## src/rtl/twi_pkg.sv

```systemverilog
package twi_pkg;

  localparam int BYTE_W = 8;

  localparam logic [6:0] DEF_DEV_ADDR = 7'b1000100;

  localparam int IFDIS_BIT = 0;

  localparam logic [BYTE_W-1:0] STAT_RATE_PTR = 8'h0E;
  localparam logic [BYTE_W-1:0] STAT_LOS_PTR  = 8'h0F;

  typedef enum logic [3:0] {
    LK_IDLE,
    LK_DEV,
    LK_DEV_ACK,
    LK_REG,
    LK_REG_ACK,
    LK_DAT,
    LK_DAT_ACK,
    LK_TX,
    LK_TX_ACK,
    LK_HOLD
  } link_st_e;

endpackage

```

## src/rtl/twi_line_sync.sv

```systemverilog
module twi_line_sync #(
  parameter int   STAGES   = 2,
  parameter logic IDLE_LVL = 1'b1
) (
  input  logic clk,
  input  logic rst_n,
  input  logic din,
  output logic lvl,
  output logic rise,
  output logic fall
);

  logic [STAGES-1:0] pipe_q;
  logic [STAGES-1:0] pipe_d;
  logic              prev_q;

  genvar g;
  generate
    for (g = 0; g < STAGES; g++) begin : g_stage
      if (g == 0) begin : g_head
        assign pipe_d[g] = din;
      end else begin : g_tail
        assign pipe_d[g] = pipe_q[g-1];
      end
    end
  endgenerate

  always_ff @(posedge clk or negedge rst_n) begin
    if (!rst_n) begin
      pipe_q <= {STAGES{IDLE_LVL}};
      prev_q <= IDLE_LVL;
    end else begin
      pipe_q <= pipe_d;
      prev_q <= pipe_q[STAGES-1];
    end
  end

  assign lvl  = pipe_q[STAGES-1];
  assign rise = pipe_q[STAGES-1] & ~prev_q;
  assign fall = ~pipe_q[STAGES-1] & prev_q;

endmodule

```

## src/rtl/twi_link_fsm.sv

```systemverilog
module twi_link_fsm
  import twi_pkg::*;
#(
  parameter logic [6:0] DEV_ADDR = DEF_DEV_ADDR
) (
  input  logic              clk,
  input  logic              rst_n,
  input  logic              scl_rise,
  input  logic              scl_fall,
  input  logic              sda_lvl,
  input  logic              start_det,
  input  logic              stop_det,
  input  logic              if_disabled,
  input  logic [BYTE_W-1:0] rd_byte,
  output logic              sda_oe,
  output logic              wr_en,
  output logic [BYTE_W-1:0] reg_ptr,
  output logic [BYTE_W-1:0] wr_byte
);

  localparam int               CNT_W    = $clog2(BYTE_W);
  localparam logic [CNT_W-1:0] CNT_LAST = CNT_W'(BYTE_W - 1);

  link_st_e          st_q, st_d;
  logic [CNT_W-1:0]  cnt_q, cnt_d;
  logic [BYTE_W-1:0] sh_q, sh_d;
  logic [BYTE_W-1:0] ptr_q, ptr_d;
  logic [BYTE_W-1:0] tx_q, tx_d;
  logic              rd_q, rd_d;
  logic              ph_q, ph_d;
  logic              oe_q, oe_d;
  logic              wr_q, wr_d;
  logic [BYTE_W-1:0] byte_in;

  always_comb begin
    byte_in = {sh_q[BYTE_W-2:0], sda_lvl};
    st_d    = st_q;
    cnt_d   = cnt_q;
    sh_d    = sh_q;
    ptr_d   = ptr_q;
    tx_d    = tx_q;
    rd_d    = rd_q;
    ph_d    = ph_q;
    oe_d    = oe_q;
    wr_d    = 1'b0;
    if (stop_det) begin
      st_d = LK_IDLE;
      oe_d = 1'b0;
      ph_d = 1'b0;
    end else if (start_det) begin
      oe_d  = 1'b0;
      ph_d  = 1'b0;
      cnt_d = '0;
      st_d  = if_disabled ? LK_IDLE : LK_DEV;
    end else begin
      unique case (st_q)
        LK_DEV, LK_REG, LK_DAT: begin
          if (scl_rise) begin
            sh_d  = byte_in;
            cnt_d = cnt_q + 1'b1;
            if (cnt_q == CNT_LAST) begin
              ph_d = 1'b0;
              if (st_q == LK_DEV) begin
                if (byte_in[BYTE_W-1:1] == DEV_ADDR) begin
                  st_d = LK_DEV_ACK;
                  rd_d = byte_in[0];
                end else begin
                  st_d = LK_HOLD;
                end
              end else if (st_q == LK_REG) begin
                ptr_d = byte_in;
                st_d  = LK_REG_ACK;
              end else begin
                wr_d = 1'b1;
                st_d = LK_DAT_ACK;
              end
            end
          end
        end
        LK_DEV_ACK, LK_REG_ACK, LK_DAT_ACK: begin
          if (scl_fall) begin
            if (!ph_q) begin
              ph_d = 1'b1;
              oe_d = 1'b1;
            end else begin
              ph_d = 1'b0;
              oe_d = 1'b0;
              if (st_q == LK_DEV_ACK) begin
                if (rd_q) begin
                  st_d = LK_TX;
                  tx_d = rd_byte;
                  oe_d = ~rd_byte[BYTE_W-1];
                end else begin
                  st_d = LK_REG;
                end
              end else if (st_q == LK_REG_ACK) begin
                st_d = LK_DAT;
              end else begin
                st_d = LK_HOLD;
              end
            end
          end
        end
        LK_TX: begin
          if (scl_rise) begin
            cnt_d = cnt_q + 1'b1;
            if (cnt_q == CNT_LAST) begin
              st_d = LK_TX_ACK;
            end
          end else if (scl_fall) begin
            tx_d = {tx_q[BYTE_W-2:0], 1'b0};
            oe_d = ~tx_q[BYTE_W-2];
          end
        end
        LK_TX_ACK: begin
          if (scl_fall) begin
            oe_d = 1'b0;
          end else if (scl_rise) begin
            st_d = LK_HOLD;
          end
        end
        default: begin
        end
      endcase
    end
  end

  always_ff @(posedge clk or negedge rst_n) begin
    if (!rst_n) begin
      st_q  <= LK_IDLE;
      cnt_q <= '0;
      sh_q  <= '0;
      ptr_q <= '0;
      tx_q  <= '0;
      rd_q  <= 1'b0;
      ph_q  <= 1'b0;
      oe_q  <= 1'b0;
      wr_q  <= 1'b0;
    end else begin
      st_q  <= st_d;
      cnt_q <= cnt_d;
      sh_q  <= sh_d;
      ptr_q <= ptr_d;
      tx_q  <= tx_d;
      rd_q  <= rd_d;
      ph_q  <= ph_d;
      oe_q  <= oe_d;
      wr_q  <= wr_d;
    end
  end

  assign sda_oe  = oe_q;
  assign wr_en   = wr_q;
  assign reg_ptr = ptr_q;
  assign wr_byte = sh_q;

endmodule

```

## src/rtl/twi_reg_bank.sv

```systemverilog
module twi_reg_bank
  import twi_pkg::*;
#(
  parameter int NUM_RW = 12,
  parameter int RATE_W = 4,
  parameter int LOS_W  = 7
) (
  input  logic                     clk,
  input  logic                     rst_n,
  input  logic                     wr_en,
  input  logic [BYTE_W-1:0]        reg_ptr,
  input  logic [BYTE_W-1:0]        wr_byte,
  input  logic [RATE_W-1:0]        stat_rate,
  input  logic [LOS_W-1:0]         stat_los,
  output logic [BYTE_W-1:0]        rd_byte,
  output logic [NUM_RW*BYTE_W-1:0] cfg_bus
);

  localparam int FLAT_W = NUM_RW * BYTE_W;

  logic [FLAT_W-1:0] cfg_q;
  logic [FLAT_W-1:0] cfg_d;

  genvar g;
  generate
    for (g = 0; g < NUM_RW; g++) begin : g_reg
      logic hit;
      assign hit = wr_en && (reg_ptr == BYTE_W'(g));
      assign cfg_d[g*BYTE_W +: BYTE_W] = hit ? wr_byte : cfg_q[g*BYTE_W +: BYTE_W];
    end
  endgenerate

  always_ff @(posedge clk or negedge rst_n) begin
    if (!rst_n) begin
      cfg_q <= '0;
    end else if (wr_en) begin
      cfg_q <= cfg_d;
    end
  end

  always_comb begin
    rd_byte = '0;
    if (reg_ptr == STAT_RATE_PTR) begin
      rd_byte = BYTE_W'(stat_rate);
    end else if (reg_ptr == STAT_LOS_PTR) begin
      rd_byte = BYTE_W'(stat_los);
    end else begin
      for (int i = 0; i < NUM_RW; i++) begin
        if (reg_ptr == BYTE_W'(i)) begin
          rd_byte = cfg_q[i*BYTE_W +: BYTE_W];
        end
      end
    end
  end

  assign cfg_bus = cfg_q;

endmodule

```

## src/rtl/twi_regfile_slave.sv

```systemverilog
module twi_regfile_slave
  import twi_pkg::*;
#(
  parameter logic [6:0] DEV_ADDR    = DEF_DEV_ADDR,
  parameter int         NUM_RW      = 12,
  parameter int         SYNC_STAGES = 2,
  parameter int         RATE_W      = 4,
  parameter int         LOS_W       = 7
) (
  input  logic                     clk,
  input  logic                     rst_n,
  input  logic                     scl_in,
  input  logic                     sda_in,
  output logic                     sda_oe,
  input  logic [RATE_W-1:0]        stat_rate,
  input  logic [LOS_W-1:0]         stat_los,
  output logic [NUM_RW*BYTE_W-1:0] cfg_bus
);

  logic [1:0]        rst_pipe_q;
  logic              rst_int_n;
  logic              scl_lvl, scl_rise, scl_fall;
  logic              sda_lvl, sda_rise, sda_fall;
  logic              start_det, stop_det;
  logic              bank_wr_en;
  logic [BYTE_W-1:0] bank_ptr;
  logic [BYTE_W-1:0] bank_wr_byte;
  logic [BYTE_W-1:0] bank_rd_byte;

  always_ff @(posedge clk or negedge rst_n) begin
    if (!rst_n) begin
      rst_pipe_q <= 2'b00;
    end else begin
      rst_pipe_q <= {rst_pipe_q[0], 1'b1};
    end
  end
  assign rst_int_n = rst_pipe_q[1];

  twi_line_sync #(.STAGES(SYNC_STAGES), .IDLE_LVL(1'b1)) u_scl_sync (
    .clk  (clk),
    .rst_n(rst_int_n),
    .din  (scl_in),
    .lvl  (scl_lvl),
    .rise (scl_rise),
    .fall (scl_fall)
  );

  twi_line_sync #(.STAGES(SYNC_STAGES), .IDLE_LVL(1'b1)) u_sda_sync (
    .clk  (clk),
    .rst_n(rst_int_n),
    .din  (sda_in),
    .lvl  (sda_lvl),
    .rise (sda_rise),
    .fall (sda_fall)
  );

  // SCL steady high across the sampled SDA edge
  assign start_det = sda_fall & scl_lvl & ~scl_rise;
  assign stop_det  = sda_rise & scl_lvl & ~scl_rise;

  twi_link_fsm #(.DEV_ADDR(DEV_ADDR)) u_link (
    .clk        (clk),
    .rst_n      (rst_int_n),
    .scl_rise   (scl_rise),
    .scl_fall   (scl_fall),
    .sda_lvl    (sda_lvl),
    .start_det  (start_det),
    .stop_det   (stop_det),
    .if_disabled(cfg_bus[IFDIS_BIT]),
    .rd_byte    (bank_rd_byte),
    .sda_oe     (sda_oe),
    .wr_en      (bank_wr_en),
    .reg_ptr    (bank_ptr),
    .wr_byte    (bank_wr_byte)
  );

  twi_reg_bank #(.NUM_RW(NUM_RW), .RATE_W(RATE_W), .LOS_W(LOS_W)) u_bank (
    .clk      (clk),
    .rst_n    (rst_int_n),
    .wr_en    (bank_wr_en),
    .reg_ptr  (bank_ptr),
    .wr_byte  (bank_wr_byte),
    .stat_rate(stat_rate),
    .stat_los (stat_los),
    .rd_byte  (bank_rd_byte),
    .cfg_bus  (cfg_bus)
  );

endmodule

```

## config.mk

```make
export PLATFORM = sky130hd
export DESIGN_NAME = twi_regfile_slave
export DESIGN_NICKNAME = d
export VERILOG_FILES = /design/src/rtl/twi_pkg.sv /design/src/rtl/twi_line_sync.sv /design/src/rtl/twi_link_fsm.sv /design/src/rtl/twi_reg_bank.sv /design/src/rtl/twi_regfile_slave.sv
export SDC_FILE = /design/constraint.sdc
export NUM_CORES = 1
export LEC_CHECK = 0
export ABC_AREA = 1
export BUFFER_PORTS_ARGS = -buffer_cell sky130_fd_sc_hd__buf_2
export CORE_UTILIZATION = 50
export CTS_CLUSTER_DIAMETER = 100
export DETAILED_ROUTE_END_ITERATION = 12
export PLACE_DENSITY = 0.78
export SLEW_MARGIN = 20
export SYNTH_ARGS = -nofsm -noshare
export SYNTH_HDL_FRONTEND = slang
export SYNTH_SLANG_ARGS = --single-unit
```

## constraint.sdc

```tcl
create_clock -name clk -period 8.15 [get_ports clk]
set_clock_uncertainty 0.1 [all_clocks]
set_input_delay 2.0375 -clock clk [delete_from_list [all_inputs] [get_ports clk]]
set_output_delay 2.0375 -clock clk [all_outputs]
set_load 0.03 [all_outputs]
```

Yosys cells after proc, flatten, opt, wreduce, memory -nomap -nowiden
Index checks and enable logic that the tools add are counted.
{ "classes": {"n_addsub": 1, "n_eq_ne": 40, "muxes": 66, "bitwise_logic": 18, "reduce_logical": 42} }
{ "ops": {"columns": ["cell", "count"], "rows": [
  ["two-way mux 8 bit", 14],
  ["two-way mux 4 bit", 14],
  ["== test 8 x 4 -> 1 bit (second input constant)", 6],
  ["two-way mux 7 bit", 6],
  ["== test 8 x 3 -> 1 bit (second input constant)", 4],
  ["!= test 4 bit (second input constant)", 8],
  ["AND reduction 2 bit", 12],
  ["two-way mux 1 bit", 23],
  ["AND reduction 9 bit", 2],
  ["== test 4 x 3 -> 1 bit (second input constant)", 4],
  ["== test 8 x 2 -> 1 bit (second input constant)", 2],
  ["one-hot mux 4 bit (4 select lines)", 1],
  ["one-hot mux 7 bit (2 select lines)", 1],
  ["AND reduction 7 bit", 2],
  ["logical AND 1 bit", 12],
  ["two-way mux 3 bit", 4],
  ["!= test 4 x 3 -> 1 bit (second input constant)", 3],
  ["inverter 1 bit", 10],
  ["AND 1 bit", 8],
  ["== test 4 x 2 -> 1 bit (second input constant)", 2],
  ["== test 8 x 1 -> 1 bit (second input constant)", 1],
  ["logical NOT 8 bit", 1],
  ["AND reduction 4 bit", 2],
  ["== test 7 bit (second input constant)", 1],
  ["other kinds (17)", 24]
]} }
{ "totals": {"regBits": 138, "out_inout_bits": 97, "wordCells": 193} }

Longest topological paths before layout
Gate-level depths: netlist (run 1).
{ "depth": {"ltp_word": 23, "mapped_depth": 15, "depth_no_buf": 15} }

Modules after synthesis
Synthesis (run 1) repeated with hierarchy kept, for this count alone.
{ "hier_totals": {"cells_unflattened": 813, "hier_area_um2": 6729.0} }
{ "modules_own_cells": {"columns": ["mod", "instances", "cells_per_inst", "area_per_inst_um2"], "rows": [
  ["twi_reg_bank", 1, 573, 4576.9],
  ["twi_link_fsm", 1, 219, 1893.1],
  ["twi_line_sync", 2, 7, 93.8],
  ["twi_regfile_slave", 1, 7, 71.3]
]} }

Least setup slack after synthesis (run 1)
No wires, ideal clock.
{ "synth_timing": {"path_type": "register to output", "start": "register u_bank.cfg_q[0], in the netlist u_bank.cfg_bus[0]", "end": "output port cfg_bus[0]", "arrival_time_ps": 545, "required_time_ps": 6012, "setup_slack_ps": 5467, "path_stages_with_launch": 2, "n_path_buf": 1, "cell_sequence": "dfrtp_1 -> buf_4"} }
{ "synth_rtl": {"columns": ["element", "line", "source"], "rows": [
  ["start, declared", "twi_reg_bank.sv:21", "logic [FLAT_W-1:0] cfg_q;"],
  ["start signal, assigned", "twi_reg_bank.sv:37", "cfg_q <= cfg_d;"],
  ["end, declared", "twi_regfile_slave.sv:17", "output logic [NUM_RW*BYTE_W-1:0] cfg_bus"]
]} }
No word-level cell between the ends.

Final worst setup path (run 1)
{ "layout_timing": {"start": "register u_bank.cfg_q[0], in the netlist u_bank.cfg_bus[0]", "end": "output port cfg_bus[0]"} }
No word-level cell between the ends.

==> out/qor.csv, run 1 <==
stage;metric;value;unit
timing;unrepaired setup endpoints after global routing;false;
clock_tree;clock latency on the worst-skew pair;0.43;ns
clock_tree;Clock Sink Count;138;
critical_path;category of the worst setup path capture point;output port;
yosys;post-synth net total;784;
pwr;Clk pwr share;0.438;
timing;Hold Violations, Final;0;
yosys;share of synthesized area occupied by flip-flops and latches;0.5500;
floorplanning;number of ports placed on the die boundary;112;
pwr;Worst IR Drop VDD;0.1800;mV
routing;Total Routed Length;16900;µm
timing;upper clock frequency limit;0.3098;GHz
global_route;wire length of the first global-routing pass;27070;µm
floorplanning;Row Count;40;
place;count of buffers inserted at the top-level ports;111;
place;Post-Place Cell Area;6955;µm²
floorplanning;Die Width;114.2;µm
timing;Post-Route Setup TNS;0;ns
critical_path;data required time at the worst endpoint;6.01;ns
critical_path;cell family with most CP delay;flip-flops;
routing;post-route DRC violation count;0;
clock_tree;Clk Tree Root Cell;clkbuf_16;
clock_tree;H-tree levels;4;
yosys;Synth area leaders;dfrtp_1 52%, nand2_1 14%, o21ai_0 10%;
yosys;average cell area after synthesis;8.204;µm²
clock_tree;CTS tree;done;
clock_tree;Post-CTS Resized;0;
critical_path;CP cell instances;buf_2;
timing;slew at the pin closest to its max-slew limit;0.9082;ns
run;count of max-cap constraint violations;0;
critical_path;Worst path max stage delay;0.42;ns
global_route;Congestion Overflow GR;0;
yosys;number of storage elements in the synthesis netlist;138;
cells_and_area;design area;7626;µm²
pwr;internal power summed over all cells;1.406;mW
global_route;aggregate global-route resource usage;0.2764;
clock_tree;clock-pin slew reported for the worst setup and hold paths after clock tree synthesis;0.06;ns
timing;Setup Viol. Count Final;0;
critical_path;data arrival at the endpoint of the critical path;1.09;ns
pwr;part of the total power dissipated in sequential elements;0.398;
pwr;net switching share of the total power;0.2897;
yosys;area share of the largest cell type after synthesis;0.5250;
critical_path;worst setup path class;reg -> out;
floorplanning;die boundary height;114.2;µm
timing;fin crit share;0.3960;
pwr;P_sw;0.5733;mW
yosys;synthesized cell area;6292;µm²
place;worst setup slack before clock tree synthesis;5.357;ns
place;Final GP Congestion;0.8878;
floorplanning;initial core utilization;0.5174;
place;Inst Count DP;1019;
place;post-detail-place hpwl;11700;µm
routing;first-iteration detailed-routing DRC count;539;
yosys;most common flop cell mapped by yosys;dfrtp_1;
routing;Wirelength per Cell;16.08;µm
global_route;number of global-route vias before repair;5288;
global_route;maximum number of pins on one net before global-route repair;74;
timing;Period minus WS final;3.228;ns
floorplanning;die area;13040;µm²
cells_and_area;final net count;887;
global_route;initial antenna violation count;0;
yosys;count of cell types in the netlist;32;
critical_path;maximum fanout count along the critical path;4;
cells_and_area;fraction of final layout cells sized beyond drive strength 1;0.2061;
pwr;Pleak;3.728;nW
clock_tree;number of buffers created by CTS;17;
cells_and_area;number of antenna cells inserted;0;
cells_and_area;final cell count without fillers;1051;
timing;max-slew violation total from the final report;0;
critical_path;type of element launching the critical path;register;
yosys;instance count of the mapped netlist;767;
routing;vias after detailed routing;5722;
yosys;share of flip-flops with an asynchronous set or reset after synthesis;1.000;
worst_hold_path;Hold Crit Class;reg -> reg;
routing;vias per cell;5.444;
critical_path;Buf/Inv on CP;1;
timing;worst max-slew margin expressed relative to the limit;0.3945;
outcome;outcome;finished clean;
clock_tree;maximum clock path buffer count;2;
timing;final worst-path setup slack;4.922;ns
pwr;ratio of total power to cell area;259.5;nW/µm²
routing;first-pass detailed-route iteration total;5;
routing;Post-DRT Antenna Nets;0;
cells_and_area;area overhead of the layout relative to synthesis;21.20;%
yosys;count of flip-flops with a built-in enable after synthesis;0;
yosys;cell taking the most area after synthesis;dfrtp_1;
pwr;combinational power share;0.164;
clock_tree;setup bufs post-CTS;0;
yosys;Warnings, synthesis;0;
critical_path;cell at the slowest stage of the critical path;dfrtp_1;
clock_tree;count of hold-fix buffers inserted at cts;0;
floorplanning;Core Box Area;12160;µm²
-- final cells by class --
cell class	count	area (µm²)
Fill cell	1065	4536
Multi-Input combinational cell	541	2492
Timing Repair Buffer	112	563.0
Clock buffer	21	480.5
Sequential cell	138	3465
Inverter	60	225.2
Tap cell	168	210.2
Clock inverter	11	190.2
-- logic make-up (layout without fill, tap and decap cells) --
kind of cell	Yosys count	count (layout)	share of synthesized area
simple gates	374	374	0.2567
compound gates	164	164	0.1348
other cells	1	1	0.0005960
flops	138	138	0.5500
buf+inv	88	204	0.05389
fa+ha+maj	2	2	0.003976
-- cells in the mapped netlist (2+ instances only) --
master,n
ha_1,2
nor3_4,2
dfstp_2,6
nor2_2,6
buf_2,4
o21ai_0,129
nor3_1,11
nor2_1,55
inv_1,46
a22o_1,2
nor4_1,2
nand2_1,237
nor3_2,3
a21oi_1,27
nand2_2,2
clkbuf_1,21
and3_1,3
nand3_1,24
inv_2,13
nor2_4,3
nand4_1,24
o21ai_1,3
buf_1,2
dfrtp_1,132
-- layer usage --
metal / wire length [µm] / vias up / GRT usage
met2: 7689 / 250 / 0.4283
met5: 0 / - / 0
met1: 7621 / 2712 / 0.3767
met4: 359 / 0 / 0.1082
li1: - / 2729 / -
met3: 1229 / 31 / 0.06670
-- flip-flops by register name, summed over array words and instances, names as in the netlist, 2 cells and up --
name / cells
u_link.reg_ptr: 8
u_scl_sync.pipe_q: 2
u_link.st_q: 4
u_link.tx_q: 7
u_link.cnt_q: 3
rst_pipe_q: 2
u_link.wr_byte: 8
u_bank.cfg_bus: 96
u_sda_sync.pipe_q: 2
-- path summary, 6_finish.rpt --
check / startpoint / to / slack (ns) / cells past startpoint
max: u_bank.cfg_bus[0] / cfg_bus[0] / 4.92 / 1
min: u_scl_sync.pipe_q[0] / u_scl_sync.pipe_q[1] / 0.25 / 0
max reg2reg: u_link.reg_ptr[4] / u_bank.cfg_bus[93] / 5.39 / 8
min reg2reg: u_scl_sync.pipe_q[0] / u_scl_sync.pipe_q[1] / 0.25 / 0
max in group asynchronous: rst_pipe_q[1] / u_bank.cfg_bus[79] / 6.20 / 1
min in group asynchronous: rst_pipe_q[1] / u_bank.cfg_bus[27] / 0.33 / 0
-- stage by stage --
| step | power, mW | util | hold slack, ns |
|---|---|---|---|
| 2_1_floorplan | 1.030 | - | 0.2312 |
| 3_3_place_gp | 1.113 | 0.5719 | 0.2388 |
| 3_5_place_dp | 1.121 | 0.5719 | 0.2450 |
| 4_1_cts | 1.981 | 0.6271 | 0.2551 |
| 5_1_grt | 2.064 | 0.6271 | 0.2563 |
| 6_report | 1.979 | 0.6271 | 0.2545 |
-- power groups by stage --
stage	Sequential (mW)	Clock [mW]	Combinational [mW]
floorplan	0.795	0	0.234
global placement	0.798	0	0.315
detailed placement	0.798	0	0.323
CTS	0.788	0.870	0.324
global route	0.796	0.901	0.367
finish	0.788	0.866	0.325
-- cell usage in the layout, fill, tap and decap left out, drive strengths merged --
master / n
nand2: 239
nor4b: 1
bufinv: 5
conb: 1
nand4: 24
and3: 3
clkinvlp: 4
dfrtp: 132
nor3b: 1
clkinv: 3
buf: 112
a22o: 2
o21ai: 132
ha: 2
nand3: 24
inv: 59
clkbuf: 21
nor4: 2
a211oi: 1
nor2: 64
a31oi: 1
dfstp: 6
nor3: 16
a21oi: 28
Note: power is estimated with default switching activity, not from simulation.
==> run 2, diff against run 1 <==
--- a/config.mk
+++ b/config.mk
@@ -5,12 +5,12 @@
 export SDC_FILE = /design/constraint.sdc
 export NUM_CORES = 1
 export LEC_CHECK = 0
-export ABC_AREA = 1
+export ABC_AREA = 0
 export BUFFER_PORTS_ARGS = -buffer_cell sky130_fd_sc_hd__buf_2
 export CORE_UTILIZATION = 50
 export CTS_CLUSTER_DIAMETER = 100
 export DETAILED_ROUTE_END_ITERATION = 12
-export PLACE_DENSITY = 0.78
+export PLACE_DENSITY = 0.77
 export SLEW_MARGIN = 20
 export SYNTH_ARGS = -nofsm -noshare
 export SYNTH_HDL_FRONTEND = slang
==> constraint.sdc (replaced) <==
create_clock -name clk -period 2.98 [get_ports clk]
set_clock_uncertainty 0.1 [all_clocks]
set_input_delay 0.745 -clock clk [delete_from_list [all_inputs] [get_ports clk]]
set_output_delay 0.745 -clock clk [all_outputs]
set_load 0.03 [all_outputs]
==> run 2 against run 1 <==
Compared with the run above:
- critical path type is now reg -> reg
- sequential share of layout area fell by 3.8 points
- highest routed layer unchanged
- cell area grew 9.1%
- critical endpoint is now u_bank.cfg_bus[80]
- setup slack got worse by 4.8 ns
==> out/qor.csv, run 2 <==
stage;metric;value;unit;change
place;Inst Count DP;862;;was 1019
clock_tree;clock latency on the worst-skew pair;0.43;ns;about the same
pwr;part of the total power dissipated in sequential elements;0.462;;was 0.398
clock_tree;setup bufs post-CTS;0;;unchanged
floorplanning;Core Box Area;13400;µm²;was 12160 µm²
routing;first-iteration detailed-routing DRC count;566;;was 539
yosys;instance count of the mapped netlist;590;;was 767
cells_and_area;fraction of final layout cells sized beyond drive strength 1;0.4290;;was 0.2061
yosys;Synth area leaders;dfrtp_1 48%, mux2_2 18%, dfstp_2 2.3%;;was dfrtp_1 52%, nand2_1 14%, o21ai_0 10%
clock_tree;clock-pin slew reported for the worst setup and hold paths after clock tree synthesis;0.06;ns;about the same
yosys;Warnings, synthesis;0;;unchanged
yosys;synthesized cell area;6928;µm²;was 6292 µm²
cells_and_area;number of antenna cells inserted;0;;unchanged
place;count of buffers inserted at the top-level ports;111;;unchanged
cells_and_area;final cell count without fillers;894;;was 1051
critical_path;data required time at the worst endpoint;3.19;ns;was 6.01 ns
clock_tree;Post-CTS Resized;0;;unchanged
routing;Total Routed Length;20430;µm;was 16900 µm
yosys;count of cell types in the netlist;68;;was 32
routing;Wirelength per Cell;22.85;µm;was 16.08 µm
global_route;initial antenna violation count;0;;unchanged
timing;Period minus WS final;2.897;ns;
critical_path;worst setup path class;reg -> reg;;was reg -> out
clock_tree;CTS tree;done;;unchanged
clock_tree;maximum clock path buffer count;2;;unchanged
yosys;most used standard cells in the synthesized netlist;132 x dfrtp_1, 109 x mux2_2, 35 x nor2_1;;was 237 x nand2_1, 132 x dfrtp_1, 129 x o21ai_0
pwr;Pleak;4.138;nW;was 3.728 nW
routing;vias per cell;6.121;;was 5.444
floorplanning;die area;14330;µm²;was 13040 µm²
floorplanning;Row Count;42;;was 40
timing;worst max-slew margin expressed relative to the limit;0.4637;;was 0.3945
floorplanning;number of ports placed on the die boundary;112;;unchanged
cells_and_area;area overhead of the layout relative to synthesis;20.14;%;was 21.20%
global_route;Congestion Overflow GR;0;;unchanged
pwr;ratio of total power to cell area;633.3;nW/µm²;was 259.5 nW/µm²
timing;slew at the pin closest to its max-slew limit;0.8045;ns;was 0.9082 ns
clock_tree;Clock Sink Count;138;;unchanged
yosys;most common flop cell mapped by yosys;dfrtp_1;;unchanged
timing;upper clock frequency limit;0.3452;GHz;
cells_and_area;most frequent cells in the layout;130 x dfrtp_1, 111 x buf_2, 109 x mux2_2, 35 x nor2_1, 32 x nand2_1;;was 237 x nand2_1, 131 x dfrtp_1, 129 x o21ai_0, 111 x buf_2, 55 x nor2_1
floorplanning;initial core utilization;0.5170;;was 0.5174
global_route;maximum number of pins on one net before global-route repair;69;;was 74
timing;Post-Route Setup TNS;0;ns;unchanged
yosys;number of storage elements in the synthesis netlist;138;;unchanged
place;worst setup slack before clock tree synthesis;0.1677;ns;was 5.357 ns
yosys;count of flip-flops with a built-in enable after synthesis;0;;unchanged
yosys;cell taking the most area after synthesis;dfrtp_1;;unchanged
timing;WHS;0.2492;ns;was 0.2545 ns
yosys;most frequent cell after synthesis;dfrtp_1;;was nand2_1
pwr;P_sw;1.637;mW;was 0.5733 mW
clock_tree;Clk Tree Root Cell;clkbuf_16;;unchanged
clock_tree;H-tree levels;4;;unchanged
global_route;wire length of the first global-routing pass;32440;µm;was 27070 µm
yosys;area share of the largest cell type after synthesis;0.4768;;was 0.5250
pwr;Clk pwr share;0.403;;was 0.438
critical_path;type of element launching the critical path;register;;unchanged
routing;first-pass detailed-route iteration total;5;;unchanged
timing;unrepaired setup endpoints after global routing;false;;unchanged
critical_path;category of the worst setup path capture point;register;;was output port
pwr;internal power summed over all cells;3.634;mW;was 1.406 mW
global_route;aggregate global-route resource usage;0.3061;;was 0.2764
cells_and_area;Largest register FFs;96;;unchanged
yosys;share of synthesized area occupied by flip-flops and latches;0.4995;;was 0.5500
worst_hold_path;Hold Crit Class;reg -> async;;was reg -> reg
global_route;number of global-route vias before repair;5537;;was 5288
yosys;post-synth net total;607;;was 784
yosys;share of flip-flops with an asynchronous set or reset after synthesis;1.000;;unchanged
place;Final GP Congestion;1.006;;was 0.8878
critical_path;worst setup slack for register-to-register paths;0.08;ns;was 5.39 ns
timing;final worst-path setup slack;0.08326;ns;was 4.922 ns
routing;Post-DRT Antenna Nets;0;;unchanged
pwr;combinational power share;0.135;;was 0.164
place;post-detail-place hpwl;14080;µm;was 11700 µm
timing;fin crit share;0.9721;;
cells_and_area;end-of-flow core utilization;0.6211;;was 0.6271
cells_and_area;most common cell after layout, fill and taps aside;dfrtp_1;;was nand2_1
run;count of max-cap constraint violations;0;;unchanged
outcome;outcome;finished clean;;unchanged
routing;vias after detailed routing;5472;;was 5722
pwr;Worst IR Drop VDD;0.3775;mV;was 0.1800 mV
floorplanning;die boundary height;119.7;µm;was 114.2 µm
critical_path;data arrival at the endpoint of the critical path;3.11;ns;was 1.09 ns
routing;post-route DRC violation count;0;;unchanged
pwr;net switching share of the total power;0.3106;;was 0.2897
yosys;average cell area after synthesis;11.74;µm²;was 8.204 µm²
floorplanning;Die Width;119.7;µm;was 114.2 µm
cells_and_area;final net count;723;;was 887
timing;Setup Viol. Count Final;0;;unchanged
timing;Hold Violations, Final;0;;unchanged
clock_tree;number of buffers created by CTS;17;;unchanged
cells_and_area;count of filler cells inserted in the layout;1083;;was 1065
critical_path;maximum fanout count along the critical path;9;;was 4
timing;max-slew violation total from the final report;0;;unchanged
-- run 2: cell types whose count changed in the layout (fill, tap and decap cells not counted), moves of 11 or more --
| cell | previous run | this run |
|---|---|---|
| nand3_1 | 24 | 11 |
| inv_2 | 13 | 0 |
| nand4_1 | 24 | 2 |
| mux2i_1 | 0 | 11 |
| inv_1 | 46 | 8 |
| nor2_1 | 55 | 35 |
| mux2_2 | 0 | 109 |
| buf_4 | 1 | 20 |
| o21ai_0 | 129 | 27 |
| nand2_1 | 237 | 32 |
| o22ai_1 | 0 | 11 |
| nor2b_1 | 0 | 11 |
| nand2b_1 | 0 | 14 |
-- run 2: layout make-up --
cell class / count / area [µm²] / share of cell area
sequential: 138 / 3466 / 0.4164
inverter: 8 / 30.03 / 0.003608
multi-input combinational: 407 / 3264 / 0.3922
timing repair buffer: 134 / 755.7 / 0.09080
clock buffer: 21 / 470.5 / 0.05652
tap: 176 / 220.2 / 0.02646
clock inverter: 10 / 116.4 / 0.01398
-- run 2: power by group through the flow --
stage	logic (mW)	registers [mW]	clock network [mW]
global route	0.795	2.47	2.22
detailed placement	0.696	2.46	0
CTS	0.702	2.43	2.13
floorplan	0.647	2.20	0
finish	0.711	2.44	2.12
global placement	0.674	2.44	0
-- run 2: worst paths after layout --
kind	from	endpoint	cells after the start
max	u_link.reg_ptr[6]	u_bank.cfg_bus[80]	4
min	rst_pipe_q[1]	u_bank.cfg_bus[29]	0
max reg2reg	u_link.reg_ptr[6]	u_bank.cfg_bus[80]	4
min reg2reg	rst_pipe_q[1]	u_bank.cfg_bus[29]	0
max in group asynchronous	rst_pipe_q[1]	u_bank.cfg_bus[31]	1
min in group clk	rst_pipe_q[0]	rst_pipe_q[1]	0
-- run 2: logic make-up after synthesis --
family / count (synthesis) / synth area share
buf+inv: 45 / 0.02926
flops: 138 / 0.4995
xor+xnor: 3 / 0.003793
simple gates: 148 / 0.1181
other cells: 1 / 0.0005413
mux: 134 / 0.2299
compound gates: 119 / 0.1152
fa+ha+maj: 2 / 0.003611
-- run 2: layer usage --
layer / routed length (µm) / GRT usage / part of all wire / vias to the layer above
li1: - / - / - / 2428
met1: 8846 / 0.4158 / 0.43 / 2765
met2: 9720 / 0.4736 / 0.48 / 241
met3: 1406 / 0.08603 / 0.069 / 38
met4: 458 / 0.1000 / 0.022 / 0
met5: 0 / 0 / 0 / -
-- run 2: stage by stage --
stage | area [µm²] | power [mW]
after global routing | 8323 | 5.489
after CTS | 8323 | 5.260
after global placement | 7726 | 3.119
final | 8323 | 5.271
after detailed placement | 7726 | 3.151
after floorplan | 6929 | 2.846
-- run 2: critical path, stage by stage (launching register included) --
cell and delay, ns:
dfrtp_1 0.39, or4_1 0.79, nor2_1 0.56, nand3_1 0.50
mux2_2 0.43
-- run 2: timing repair --
| action | 4_1_cts | 5_1_grt |
|---|---|---|
| hold endpoints to repair | 2 | 0 |
| hold buffers | 1 | 0 |
| setup endpoints to repair | 0 | 0 |
